File: src/rtl/icc_pkg.sv
`timescale 1ns/1ps
package icc_pkg;
  localparam int unsigned AW         = 16;
  localparam int unsigned PRIO_BASE  = 32'h0000;
  localparam int unsigned PEND_BASE  = 32'h1000;
  localparam int unsigned EN_BASE    = 32'h2000;
  localparam int unsigned EN_STRIDE  = 32'h80;
  localparam int unsigned CTX_BASE   = 32'h4000;
  localparam int unsigned CTX_STRIDE = 32'h100;

  typedef enum logic [2:0] {
    ACC_NONE, ACC_PRIO, ACC_PEND, ACC_EN, ACC_THR, ACC_CLAIM
  } acc_kind_e;
endpackage

File: src/rtl/icc_decode.sv
`timescale 1ns/1ps
module icc_decode import icc_pkg::*; #(
  parameter int unsigned NSRC   = 40,
  parameter int unsigned NCTX   = 2,
  parameter int unsigned NWORDS = 2,
  parameter int unsigned CW     = 1,
  parameter int unsigned IDW    = 6
) (
  input  logic [AW-1:0]  addr_i,
  output acc_kind_e      kind_o,
  output logic [CW-1:0]  ctx_o,
  output logic [IDW-1:0] idx_o
);
  always_comb begin
    int unsigned a, off, rel;
    a      = {16'd0, addr_i};
    kind_o = ACC_NONE;
    ctx_o  = '0;
    idx_o  = '0;
    off    = 0;
    rel    = 0;
    if (addr_i[1:0] == 2'b00) begin
      if (a >= PRIO_BASE && (a - PRIO_BASE) < (NSRC - 1) * 4) begin
        kind_o = ACC_PRIO;
        idx_o  = IDW'((a - PRIO_BASE) / 4 + 1);
      end else if (a >= PEND_BASE && (a - PEND_BASE) < NWORDS * 4) begin
        kind_o = ACC_PEND;
        idx_o  = IDW'((a - PEND_BASE) / 4);
      end else if (a >= EN_BASE && (a - EN_BASE) < NCTX * EN_STRIDE) begin
        off = a - EN_BASE;
        rel = (off % EN_STRIDE) / 4;
        if (rel < NWORDS) begin
          kind_o = ACC_EN;
          ctx_o  = CW'(off / EN_STRIDE);
          idx_o  = IDW'(rel);
        end
      end else if (a >= CTX_BASE && (a - CTX_BASE) < NCTX * CTX_STRIDE) begin
        off = a - CTX_BASE;
        rel = off % CTX_STRIDE;
        ctx_o = CW'(off / CTX_STRIDE);
        if (rel == 0)      kind_o = ACC_THR;
        else if (rel == 4) kind_o = ACC_CLAIM;
      end
    end
  end
endmodule

File: src/rtl/icc_src_bank.sv
`timescale 1ns/1ps
module icc_src_bank #(
  parameter int unsigned NSRC = 40,
  parameter int unsigned PW   = 3,
  parameter int unsigned IDW  = 6
) (
  input  logic                     clk_i,
  input  logic                     rst_ni,
  input  logic [NSRC-1:1]          src_i,
  input  logic                     prio_we_i,
  input  logic [IDW-1:0]           prio_id_i,
  input  logic [PW-1:0]            prio_val_i,
  input  logic                     claim_i,
  input  logic [IDW-1:0]           claim_id_i,
  input  logic                     done_i,
  input  logic [IDW-1:0]           done_id_i,
  output logic [NSRC-1:0][PW-1:0]  prio_o,
  output logic [NSRC-1:0]          pend_o,
  output logic [NSRC-1:0]          claimed_o
);
  logic [NSRC-1:1] src_q;

  always_ff @(posedge clk_i or negedge rst_ni) begin
    if (!rst_ni) begin
      src_q     <= '0;
      prio_o    <= '0;
      pend_o    <= '0;
      claimed_o <= '0;
    end else begin
      src_q        <= src_i;
      prio_o[0]    <= '0;
      pend_o[0]    <= 1'b0;
      claimed_o[0] <= 1'b0;
      for (int i = 1; i < NSRC; i++) begin
        // an input edge outranks a claim in the same cycle
        if (src_i[i] != src_q[i])
          pend_o[i] <= src_i[i];
        else if (claim_i && claim_id_i == IDW'(i))
          pend_o[i] <= 1'b0;
        if (claim_i && claim_id_i == IDW'(i))
          claimed_o[i] <= 1'b1;
        else if (done_i && done_id_i == IDW'(i))
          claimed_o[i] <= 1'b0;
        if (prio_we_i && prio_id_i == IDW'(i))
          prio_o[i] <= prio_val_i;
      end
    end
  end
endmodule

File: src/rtl/icc_sel.sv
`timescale 1ns/1ps
module icc_sel #(
  parameter int unsigned NSRC = 40,
  parameter int unsigned PW   = 3,
  parameter int unsigned IDW  = 6
) (
  input  logic [NSRC-1:0]          cand_i,
  input  logic [NSRC-1:0][PW-1:0]  prio_i,
  input  logic [PW-1:0]            thr_i,
  output logic [IDW-1:0]           id_o
);
  always_comb begin
    logic [PW-1:0] best;
    best = thr_i;
    id_o = '0;
    // ascending scan with strict compare keeps the lowest ID on ties
    for (int i = 0; i < NSRC; i++) begin
      if (cand_i[i] && prio_i[i] > best) begin
        best = prio_i[i];
        id_o = IDW'(i);
      end
    end
  end
endmodule

File: src/rtl/icc_ctx.sv
`timescale 1ns/1ps
module icc_ctx #(
  parameter int unsigned NSRC   = 40,
  parameter int unsigned NWORDS = 2,
  parameter int unsigned PW     = 3,
  parameter int unsigned IDW    = 6,
  localparam int unsigned BW    = NWORDS * 32
) (
  input  logic                     clk_i,
  input  logic                     rst_ni,
  input  logic                     en_we_i,
  input  logic [IDW-1:0]           en_word_i,
  input  logic                     thr_we_i,
  input  logic [31:0]              wdata_i,
  input  logic [PW-1:0]            thr_val_i,
  input  logic [NSRC-1:0]          pend_i,
  input  logic [NSRC-1:0]          claimed_i,
  input  logic [NSRC-1:0][PW-1:0]  prio_i,
  output logic [BW-1:0]            en_o,
  output logic [PW-1:0]            thr_o,
  output logic [IDW-1:0]           best_o,
  output logic                     irq_o
);
  logic [NSRC-1:0] cand;

  assign cand = pend_i & ~claimed_i & en_o[NSRC-1:0];

  icc_sel #(.NSRC(NSRC), .PW(PW), .IDW(IDW)) u_sel (
    .cand_i (cand),
    .prio_i (prio_i),
    .thr_i  (thr_o),
    .id_o   (best_o)
  );

  always_ff @(posedge clk_i or negedge rst_ni) begin
    if (!rst_ni) begin
      en_o  <= '0;
      thr_o <= '0;
      irq_o <= 1'b0;
    end else begin
      if (en_we_i) begin
        for (int w = 0; w < NWORDS; w++)
          if (en_word_i == IDW'(w)) en_o[w*32 +: 32] <= wdata_i;
      end
      if (thr_we_i) thr_o <= thr_val_i;
      irq_o <= (best_o != '0);
    end
  end
endmodule

File: src/rtl/icc_top.sv
`timescale 1ns/1ps
module icc_top import icc_pkg::*; #(
  parameter int unsigned NSRC    = 40,
  parameter int unsigned NCTX    = 2,
  parameter int unsigned NLEVELS = 7
) (
  input  logic              clk_i,
  input  logic              rst_ni,
  input  logic [NSRC-1:1]   src_i,
  input  logic              rd_i,
  input  logic              wr_i,
  input  logic [AW-1:0]     addr_i,
  input  logic [31:0]       wdata_i,
  output logic [31:0]       rdata_o,
  output logic              ready_o,
  output logic [NCTX-1:0]   irq_o
);
  localparam int unsigned NWORDS = (NSRC + 31) / 32;
  localparam int unsigned BW     = NWORDS * 32;
  localparam int unsigned PW     = $clog2(NLEVELS + 1);
  localparam int unsigned IDW    = $clog2(NSRC);
  localparam int unsigned CW     = (NCTX > 1) ? $clog2(NCTX) : 1;
  localparam bit          POW2   = (((NLEVELS + 1) & NLEVELS) == 0);

  acc_kind_e                kind;
  logic [CW-1:0]            ctx;
  logic [IDW-1:0]           idx;
  logic                     legal_ok;
  logic [PW-1:0]            legal_val;
  logic [NSRC-1:0][PW-1:0]  prio;
  logic [NSRC-1:0]          pend, claimed;
  logic [NCTX-1:0][IDW-1:0] best;
  logic [NCTX-1:0][PW-1:0]  thr;
  logic [NCTX-1:0][BW-1:0]  en_all;
  logic [IDW-1:0]           sel_id;
  logic                     claim_v, done_v, prio_we;
  logic [IDW-1:0]           done_id;
  logic [BW-1:0]            pend_bits;

  icc_decode #(.NSRC(NSRC), .NCTX(NCTX), .NWORDS(NWORDS), .CW(CW), .IDW(IDW)) u_dec (
    .addr_i (addr_i),
    .kind_o (kind),
    .ctx_o  (ctx),
    .idx_o  (idx)
  );

  // write-any-read-legal filter shared by priority and threshold
  always_comb begin
    if (POW2) begin
      legal_ok  = 1'b1;
      legal_val = PW'(wdata_i % (NLEVELS + 1));
    end else begin
      legal_ok  = (wdata_i <= NLEVELS);
      legal_val = PW'(wdata_i);
    end
  end

  assign sel_id  = best[ctx];
  assign claim_v = rd_i && (kind == ACC_CLAIM) && (sel_id != '0);
  assign done_v  = wr_i && (kind == ACC_CLAIM) && (wdata_i < NSRC);
  assign done_id = IDW'(wdata_i);
  assign prio_we = wr_i && (kind == ACC_PRIO) && legal_ok;

  icc_src_bank #(.NSRC(NSRC), .PW(PW), .IDW(IDW)) u_src (
    .clk_i      (clk_i),
    .rst_ni     (rst_ni),
    .src_i      (src_i),
    .prio_we_i  (prio_we),
    .prio_id_i  (idx),
    .prio_val_i (legal_val),
    .claim_i    (claim_v),
    .claim_id_i (sel_id),
    .done_i     (done_v),
    .done_id_i  (done_id),
    .prio_o     (prio),
    .pend_o     (pend),
    .claimed_o  (claimed)
  );

  for (genvar c = 0; c < NCTX; c++) begin : g_ctx
    logic en_we, thr_we;
    assign en_we  = wr_i && (kind == ACC_EN)  && (ctx == CW'(c));
    assign thr_we = wr_i && (kind == ACC_THR) && (ctx == CW'(c)) && legal_ok;

    icc_ctx #(.NSRC(NSRC), .NWORDS(NWORDS), .PW(PW), .IDW(IDW)) u_ctx (
      .clk_i     (clk_i),
      .rst_ni    (rst_ni),
      .en_we_i   (en_we),
      .en_word_i (idx),
      .thr_we_i  (thr_we),
      .wdata_i   (wdata_i),
      .thr_val_i (legal_val),
      .pend_i    (pend),
      .claimed_i (claimed),
      .prio_i    (prio),
      .en_o      (en_all[c]),
      .thr_o     (thr[c]),
      .best_o    (best[c]),
      .irq_o     (irq_o[c])
    );
  end

  assign pend_bits = BW'(pend);
  assign ready_o   = rd_i | wr_i;

  always_comb begin
    rdata_o = '0;
    if (rd_i) begin
      unique case (kind)
        ACC_PRIO:  rdata_o = 32'(prio[idx]);
        ACC_PEND:  for (int w = 0; w < NWORDS; w++)
                     if (idx == IDW'(w)) rdata_o = pend_bits[w*32 +: 32];
        ACC_EN:    for (int w = 0; w < NWORDS; w++)
                     if (idx == IDW'(w)) rdata_o = en_all[ctx][w*32 +: 32];
        ACC_THR:   rdata_o = 32'(thr[ctx]);
        ACC_CLAIM: rdata_o = 32'(sel_id);
        default:   rdata_o = '0;
      endcase
    end
  end
endmodule

File: config.mk
export PLATFORM = sky130hd
export DESIGN_NAME = icc_top
export DESIGN_NICKNAME = d
export VERILOG_FILES = /design/src/rtl/icc_pkg.sv /design/src/rtl/icc_decode.sv /design/src/rtl/icc_src_bank.sv /design/src/rtl/icc_sel.sv /design/src/rtl/icc_ctx.sv /design/src/rtl/icc_top.sv
export SDC_FILE = /design/constraint.sdc
export NUM_CORES = 1
export LEC_CHECK = 0
export BUFFER_PORTS_ARGS = -buffer_cell sky130_fd_sc_hd__buf_2
export CORE_UTILIZATION = 55
export CTS_CLUSTER_SIZE = 20
export DETAILED_ROUTE_END_ITERATION = 12
export PLACE_DENSITY_LB_ADDON = 0.2
export SYNTH_ARGS = -nofsm -noshare
export SYNTH_HDL_FRONTEND = slang
export SYNTH_SLANG_ARGS = --single-unit
File: constraint.sdc
create_clock -name clk_i -period 157.6 [get_ports clk_i]
set_clock_uncertainty 0.1 [all_clocks]
set_input_delay 0 -clock clk_i [delete_from_list [all_inputs] [get_ports clk_i]]
set_output_delay 0 -clock clk_i [all_outputs]
set_load 0.005 [all_outputs]
==> results of run 1 <==
-- per-stage QoR --
stage	instances	hold WS (ns)	worst slack [ns]
2_1_floorplan	3383	-0.3956	106.25
3_3_place_gp	4069	-0.02412	99.80
3_5_place_dp	4069	-0.01521	99.02
4_1_cts	4257	0.009321	98.86
5_1_grt	4259	0.01850	92.76
6_report	4264	0.03533	97.49
-- kinds of logic (layout without fill, tap and decap cells) --
logic type	Yosys count	after routing	synth area share
multiplexers	345	345	0.1427
AND/OR/NAND/NOR	1262	1262	0.2098
adder cells (fa/ha/maj)	189	189	0.07636
XOR/XNOR	3	3	0.0008985
flip-flops	370	370	0.3166
AO/OA/AOI/OAI	907	907	0.2126
buffers and inverters	307	493	0.04107
other	0	7	0
-- synthesized netlist by cell type, types with 51 or more instances --
cell,instances
sky130_fd_sc_hd__nor2_1,245
sky130_fd_sc_hd__dfrtp_1,370
sky130_fd_sc_hd__a21oi_1,145
sky130_fd_sc_hd__ha_1,135
sky130_fd_sc_hd__mux2_2,263
sky130_fd_sc_hd__clkbuf_1,129
sky130_fd_sc_hd__nand2_1,478
sky130_fd_sc_hd__maj3_1,51
sky130_fd_sc_hd__and3b_1,56
sky130_fd_sc_hd__nand3_1,103
sky130_fd_sc_hd__and2_1,57
sky130_fd_sc_hd__nor3_1,87
sky130_fd_sc_hd__inv_1,152
sky130_fd_sc_hd__o21ai_0,243
-- cell type report --
cell class / count / area (µm²) / share of cell area
sequential: 370 / 9259 / 0.2803
tap: 688 / 860.8 / 0.02606
antenna: 7 / 17.52 / 0.0005303
multi-input combinational: 2706 / 18870 / 0.5713
clock buffer: 58 / 1204 / 0.03644
timing repair buffer: 264 / 1974 / 0.05977
inverter: 152 / 570.5 / 0.01727
clock inverter: 19 / 274.0 / 0.008296
-- worst reg2reg max path: cells and delay by family, from the launching register on --
kind | cells | cell delay, ns
fa+ha+maj | 50 | 14.28
mux | 8 | 2.89
compound gates | 114 | 27.68
buf+inv | 5 | 0.50
simple gates | 99 | 14.07
flops | 1 | 0.48
-- report_power, final --
| group | total, mW | switching (mW) | internal (mW) |
|---|---|---|---|
| registers | 0.0989 | 0.00216 | 0.0968 |
| logic | 0.0149 | 0.00928 | 0.00566 |
| clock network | 0.107 | 0.0456 | 0.0610 |
-- how the worst max path moves through the flow --
stage / cells past startpoint / slack (ns) / startpoint / to
floorplan: 256 / 106.25 / u_src.prio_o[4] / u_src.pend_o[1]
global placement: 255 / 99.80 / u_src.prio_o[4] / u_src.pend_o[9]
detailed placement: 275 / 99.02 / u_src.prio_o[5] / u_src.pend_o[10]
CTS: 274 / 98.86 / u_src.prio_o[5] / u_src.pend_o[29]
global route: 278 / 92.76 / u_src.prio_o[5] / u_src.pend_o[30]
finish: 276 / 97.49 / u_src.prio_o[5] / u_src.pend_o[30]
-- metal layers --
metal / track usage / routed length (µm) / vias to the layer above
li1: - / - / 12780
met4: 0.2188 / 6263 / 2
met5: 0 / 11 / -
met1: 0.5831 / 47750 / 14560
met2: 0.6523 / 51250 / 1986
met3: 0.1234 / 14680 / 360
-- sequential cells by signal (all words and copies together) (netlist names) --
| name | cells |
|---|---|
| g_ctx.u_ctx.en_o | 128 |
| g_ctx.u_ctx.irq_o | 2 |
| g_ctx.u_ctx.thr_o | 6 |
| u_src.claimed_o | 39 |
| u_src.pend_o | 39 |
| u_src.prio_o | 117 |
| u_src.src_q | 39 |
-- timing repair --
action                                 in CTS  in global routing
endpoints found under the hold margin     316                  0
hold buffers                              111                  0
setup endpoints to repair                   0                  0
==> impl_metrics.env, run 1 <==
export IMPL_dpl_cell_area_um2=30410
export IMPL_rsz0062_at_grt="false"
export IMPL_cts_resized_gates=0
export IMPL_grt_max_degree=90
export IMPL_global_route_wire_length_before_repair_um=176800
export IMPL_wl_per_cell_um=28.13
export IMPL_yosysWarningCount=0
export IMPL_layout_cells_most_common="sky130_fd_sc_hd__nand2_1"
export IMPL_tritoncts="built"
export IMPL_most_common_layout_cells="sky130_fd_sc_hd__nand2_1, sky130_fd_sc_hd__dfrtp_1, sky130_fd_sc_hd__mux2_2"
export IMPL_period_share=0.3814
export IMPL_finish_instance_area_um2=33030
export IMPL_die_w_um=232.6
export IMPL_timing_final_max_slew_violations=0
export IMPL_drc=0
export IMPL_r2r_start="u_src.prio_o[5]"
export IMPL_status="finished, final reports clean"
export IMPL_totalPowerFinal_mw=0.2204
export IMPL_leading_register_cell_type_out_of_synthesis="sky130_fd_sc_hd__dfrtp_1"
export IMPL_worst_path_max_fanout=8
export IMPL_drt_pass1_iterations=6
export IMPL_cellPowerDensity_nw_per_um2=6.674
export IMPL_crit_top_cell="sky130_fd_sc_hd__nor2_1"
export IMPL_vdd_ir_drop_worst_v=0.00001049
export IMPL_critical_path_slowest_cell="sky130_fd_sc_hd__o41ai_2"
export IMPL_leakagePower_nw=15.32
export IMPL_ys_seq_elements=370
export IMPL_final_net_count=3764
export IMPL_hpwlAfterDp_um=87070
export IMPL_max_slew_margin_rel=0.1907
export IMPL_floorplan_die_height_um=232.6
export IMPL_worst_ep_required_time_ns=157.99
export IMPL_via_density_per_instance=6.962
export IMPL_critical_path_arrival_ns=60.49
export IMPL_layout_drive_gt1_share=0.1737
export IMPL_hold_end="u_src.src_q[24]"
export IMPL_effective_utilization_at_floorplan=0.5566
export IMPL_final_core_area_utilization=0.6285
export IMPL_netlist_area_leader_share=0.3166
export IMPL_clock_sinks=370
export IMPL_drt_first_iter_violations=3462
export IMPL_min_delay_start="src_i[24]"
export IMPL_hold_path_depth=2
export IMPL_grt_overflow_total=0
export IMPL_totalNegativeSetupSlack_ns=0
export IMPL_floorplan_core_area_um2=52550
export IMPL_cts_path_max_buffers=3
export IMPL_synth_cell_type_count=125
export IMPL_num_vias=29688
export IMPL_clock_fmax_mhz=16.64
export IMPL_globalplace_congestion=1.031
export IMPL_nFillCells=4270
export IMPL_synth_edf_count=0
export IMPL_min_path_type="in -> reg"
export IMPL_end_kind="flop"
export IMPL_finalHoldViolCount=0
export IMPL_setup_failing_eps_final=0
export IMPL_first_global_vias=28352
export IMPL_critPathLaunchType="flop"
export IMPL_post_synth_instance_area_um2=29250
export IMPL_synth_area_top_cells="sky130_fd_sc_hd__dfrtp_1, sky130_fd_sc_hd__mux2_2, sky130_fd_sc_hd__nand2_1"
export IMPL_synth_top_area_cell="sky130_fd_sc_hd__dfrtp_1"
export IMPL_antenna_found_initial=8
export IMPL_overall_routing_resource_usage=0.4388
export IMPL_buf_inv_stages_crit_path=5
export IMPL_insertion_delay_ns=0.62
export IMPL_max_slew_worst_pin_slew_ns=1.205
export IMPL_cts_made_buffers=44
export IMPL_clk_transition_reported_paths_ns=0.06
export IMPL_critical_path_top_delay_family="compound AO/OA/AOI/OAI gates"
export IMPL_cts_htree_levels=2
export IMPL_crit_type="reg -> reg"
export IMPL_synth_seq_area_share=0.3166
export IMPL_worst_r2r_endpoint="u_src.pend_o[30]"
export IMPL_synthesized_instance_count=3383
export IMPL_worst_r2r_path_depth=276
export IMPL_ctsRootBufferMaster="sky130_fd_sc_hd__clkbuf_16"
export IMPL_max_cap_viol_count=0
export IMPL_r2r_slack_ns=97.49
export IMPL_drt_wl_total_um=120000
export IMPL_antenna_violating_nets_post_route=0
export IMPL_synth_async_reset_ratio=1.000
export IMPL_placement_io_buffers=125
export IMPL_cts_setup_buffers=0
export IMPL_synthesis_nets=3609
export IMPL_design_portCount=126
export IMPL_rows=84
export IMPL_finalCriticalPeriod_ns=60.11
export IMPL_max_stage_delay_ns=0.61
export IMPL_die_area_um2=54110
export IMPL_post_synth_cell_area_avg_um2=8.646
export IMPL_areaGrowthSynthToFinish_pct=12.93
Power figures use the tool's default switching activity.
==> run 2, diff against run 1 <==
ABC_AREA = 1   (was not set)
clock period = 58.5 ns   (was 157.6 ns; I/O delays follow)
==> run 2 against run 1 <==
  * Worst setup slack got worse by 84 ns
  * Non-clock buffer count increased by 3
  * Cell area decreased by 4.6%
  * Utilization increased by 0.96 points
  * Die area decreased by 5.1%
  * Total power increased to 2.6 times the previous value
  * Sequential share of layout area increased by 1.4 points
  * Sequential power increased to 2.7 times the previous value
  * Combinational power increased to 2.6 times the previous value
  * Register-to-register slack got worse by 84 ns
  * Critical endpoint is now u_src.pend_o[23]
  * Largest cell class unchanged
==> impl_metrics.env, run 2 <==
export IMPL_status="finished, final reports clean"
export IMPL_max_slew_margin_rel=0.1950
export IMPL_synth_seq_area_share=0.3337
export IMPL_critPathLaunchType="flop"
export IMPL_global_route_wire_length_before_repair_um=148900
export IMPL_design_portCount=126
export IMPL_dpl_cell_area_um2=28930
export IMPL_drt_first_iter_violations=3333
export IMPL_most_common_layout_cells="sky130_fd_sc_hd__nand2_1, sky130_fd_sc_hd__o21ai_0, sky130_fd_sc_hd__inv_1"
export IMPL_rsz0062_at_grt="false"
export IMPL_registers_top_by_ff_count="g_ctx.u_ctx.en_o"
export IMPL_final_net_count=4329
export IMPL_cts_resized_gates=0
export IMPL_biggestRegsByFlops="g_ctx.u_ctx.en_o (128), u_src.prio_o (117)"
export IMPL_worst_ep_required_time_ns=58.89
export IMPL_cts_hold_buffers=114
export IMPL_num_vias=28320
export IMPL_tritoncts="built"
export IMPL_rows=81
export IMPL_synth_top_cells_by_count="sky130_fd_sc_hd__nand2_1, sky130_fd_sc_hd__o21ai_0, sky130_fd_sc_hd__inv_1"
export IMPL_globalplace_congestion=1.041
export IMPL_die_w_um=226.6
export IMPL_setup_failing_eps_final=0
export IMPL_finalHoldViolCount=0
export IMPL_dpl_cell_count=4609
export IMPL_period_share=0.7645
export IMPL_totalPowerFinal_mw=0.5717
export IMPL_place_ws_ns=14.09
export IMPL_timing_final_max_slew_violations=0
export IMPL_hold_path_depth=2
export IMPL_cts_setup_buffers=0
export IMPL_netlist_area_leader_share=0.3337
export IMPL_first_global_vias=26399
export IMPL_totalNegativeSetupSlack_ns=0
export IMPL_effective_utilization_at_floorplan=0.5622
export IMPL_power_switching_fraction=0.2552
export IMPL_antenna_violating_nets_post_route=0
export IMPL_critical_path_arrival_ns=45.12
export IMPL_final_core_area_utilization=0.6382
export IMPL_grt_overflow_total=0
export IMPL_hpwlAfterDp_um=70120
export IMPL_worst_r2r_path_depth=252
export IMPL_synthesis_nets=4117
export IMPL_layout_cells_most_common="sky130_fd_sc_hd__nand2_1"
export IMPL_internal_power_mw=0.4258
export IMPL_synth_async_reset_ratio=1.000
export IMPL_layout_drive_gt1_share=0.1640
export IMPL_synthesized_instance_count=3891
export IMPL_worst_path_max_fanout=35
export IMPL_multi_input_comb_area_um2=16380
export IMPL_via_density_per_instance=5.901
export IMPL_synth_top_area_cell="sky130_fd_sc_hd__dfrtp_1"
export IMPL_power_share_combinational=0.068
export IMPL_share_clk_of_total_power=0.469
export IMPL_leakagePower_nw=15.03
export IMPL_cellPowerDensity_nw_per_um2=18.15
export IMPL_cts_made_buffers=42
export IMPL_clk_transition_reported_paths_ns=0.06
export IMPL_antenna_found_initial=1
export IMPL_min_path_type="in -> reg"
export IMPL_clock_sinks=370
export IMPL_crit_top_cell="sky130_fd_sc_hd__o21ai_0"
export IMPL_synth_area_top_cells="sky130_fd_sc_hd__dfrtp_1, sky130_fd_sc_hd__nand2_1, sky130_fd_sc_hd__o21ai_0"
export IMPL_largest_register_ffs=128
export IMPL_cts_htree_levels=2
export IMPL_post_synth_top_count_cell="sky130_fd_sc_hd__nand2_1"
export IMPL_floorplan_core_area_um2=49360
export IMPL_setup_ws_ns=13.77
export IMPL_finalNonFillerCells=4799
export IMPL_synth_edf_count=0
export IMPL_die_area_um2=51350
export IMPL_drt_wl_total_um=95690
export IMPL_grt_max_degree=87
export IMPL_post_synth_cell_area_avg_um2=7.131
export IMPL_areaGrowthSynthToFinish_pct=13.52
export IMPL_critical_path_slowest_cell="sky130_fd_sc_hd__nand4_4"
export IMPL_crit_type="reg -> reg"
export IMPL_end_kind="flop"
export IMPL_overall_routing_resource_usage=0.3788
export IMPL_finish_instance_area_um2=31500
export IMPL_cts_path_max_buffers=3
export IMPL_max_slew_worst_pin_slew_ns=1.198
export IMPL_worst_hold_slack_ns=0.02314
export IMPL_wl_per_cell_um=19.94
export IMPL_vdd_ir_drop_worst_v=0.00002536
export IMPL_max_stage_delay_ns=0.78
export IMPL_pwr_share_seq=0.463
export IMPL_post_synth_instance_area_um2=27750
export IMPL_leading_register_cell_type_out_of_synthesis="sky130_fd_sc_hd__dfrtp_1"
export IMPL_clock_fmax_mhz=22.36
export IMPL_ys_seq_elements=370
export IMPL_synth_cell_type_count=68
export IMPL_switchingPower_mw=0.1459
export IMPL_yosysWarningCount=0
export IMPL_drc=0
export IMPL_nFillCells=4472
export IMPL_max_cap_viol_count=0
export IMPL_regArea_um2=9259
export IMPL_insertion_delay_ns=0.60
export IMPL_placement_io_buffers=125
export IMPL_ctsRootBufferMaster="sky130_fd_sc_hd__clkbuf_16"
export IMPL_finalCriticalPeriod_ns=44.73
export IMPL_drt_pass1_iterations=7
export IMPL_floorplan_die_height_um=226.6
run 2: changes by cell type in the layout (fill, tap and decap cells not counted), moves of 36 or more:
cell                      previous run  this run
sky130_fd_sc_hd__a21oi_1           143        97
sky130_fd_sc_hd__and2_1             57         0
sky130_fd_sc_hd__and3_1             42         0
sky130_fd_sc_hd__and3b_1            56         0
sky130_fd_sc_hd__inv_1             152       377
sky130_fd_sc_hd__maj3_1             51         0
sky130_fd_sc_hd__mux2_2            263         0
sky130_fd_sc_hd__nand2_1           477       996
sky130_fd_sc_hd__nand2_2             1       193
sky130_fd_sc_hd__nand3_1           103       316
sky130_fd_sc_hd__nand3_2             0        96
sky130_fd_sc_hd__nor3_1             86        41
sky130_fd_sc_hd__o21a_1             40         4
sky130_fd_sc_hd__o21ai_0           243       535
run 2: final timing paths:
kind	from	endpoint	slack, ns
worst max-delay path	g_ctx[0].u_ctx.thr_o[2]	u_src.pend_o[23]	13.77
min in group asynchronous	rst_ni	u_src.prio_o[73]	0.03
worst min-delay path	src_i[28]	u_src.src_q[28]	0.02
worst max register to register	g_ctx[0].u_ctx.thr_o[2]	u_src.pend_o[23]	13.77
max in group asynchronous	rst_ni	g_ctx[1].u_ctx.en_o[40]	56.55
worst min register to register	g_ctx[0].u_ctx.en_o[61]	g_ctx[0].u_ctx.en_o[61]	0.38
run 2: kinds of logic (layout without fill, tap and decap cells):
family,after synthesis,count (layout),synth area share
mux,1,1,0.0003608
fa+ha+maj,135,135,0.06088
xor+xnor,7,7,0.002210
simple gates,2013,2013,0.3498
other cells,0,1,0
compound gates,839,839,0.1760
flops,370,370,0.3337
buf+inv,526,769,0.07707
run 2: area by class of cell:
type                    instances  share of cell area
multi-input cells            2995              0.5201
flip-flops and latches        370              0.2940
clock inverters                16            0.006038
repair buffers                267             0.06364
inverters                     427             0.05120
diodes                          1          0.00007945
well taps                     664             0.02638
clock buffers                  59             0.03857
run 2: worst max-delay path: cells and delay by family, from the launching register on:
kind	cells	cell delay (ns)
AO/OA/AOI/OAI	76	18.16
AND/OR/NAND/NOR	121	13.33
adder cells (fa/ha/maj)	39	11.41
buffers and inverters	16	1.13
flip-flops	1	0.38
run 2: power by group through the flow:
stage	logic, mW	registers [mW]	clock network (mW)
after floorplan	0.0148	0.268	0
after global routing	0.0424	0.265	0.279
final	0.0387	0.265	0.268
after detailed placement	0.0310	0.269	0
after global placement	0.0306	0.269	0
after CTS	0.0374	0.264	0.269
run 2: layer usage:
metal  vias to the layer above  global-route usage  wire length [µm]
li1                      13466                   -                 -
met1                     13131              0.5143             39620
met2                      1449              0.5754             41210
met3                       274             0.07879              9949
met4                         0              0.1824              4923
met5                         -                   0                 0
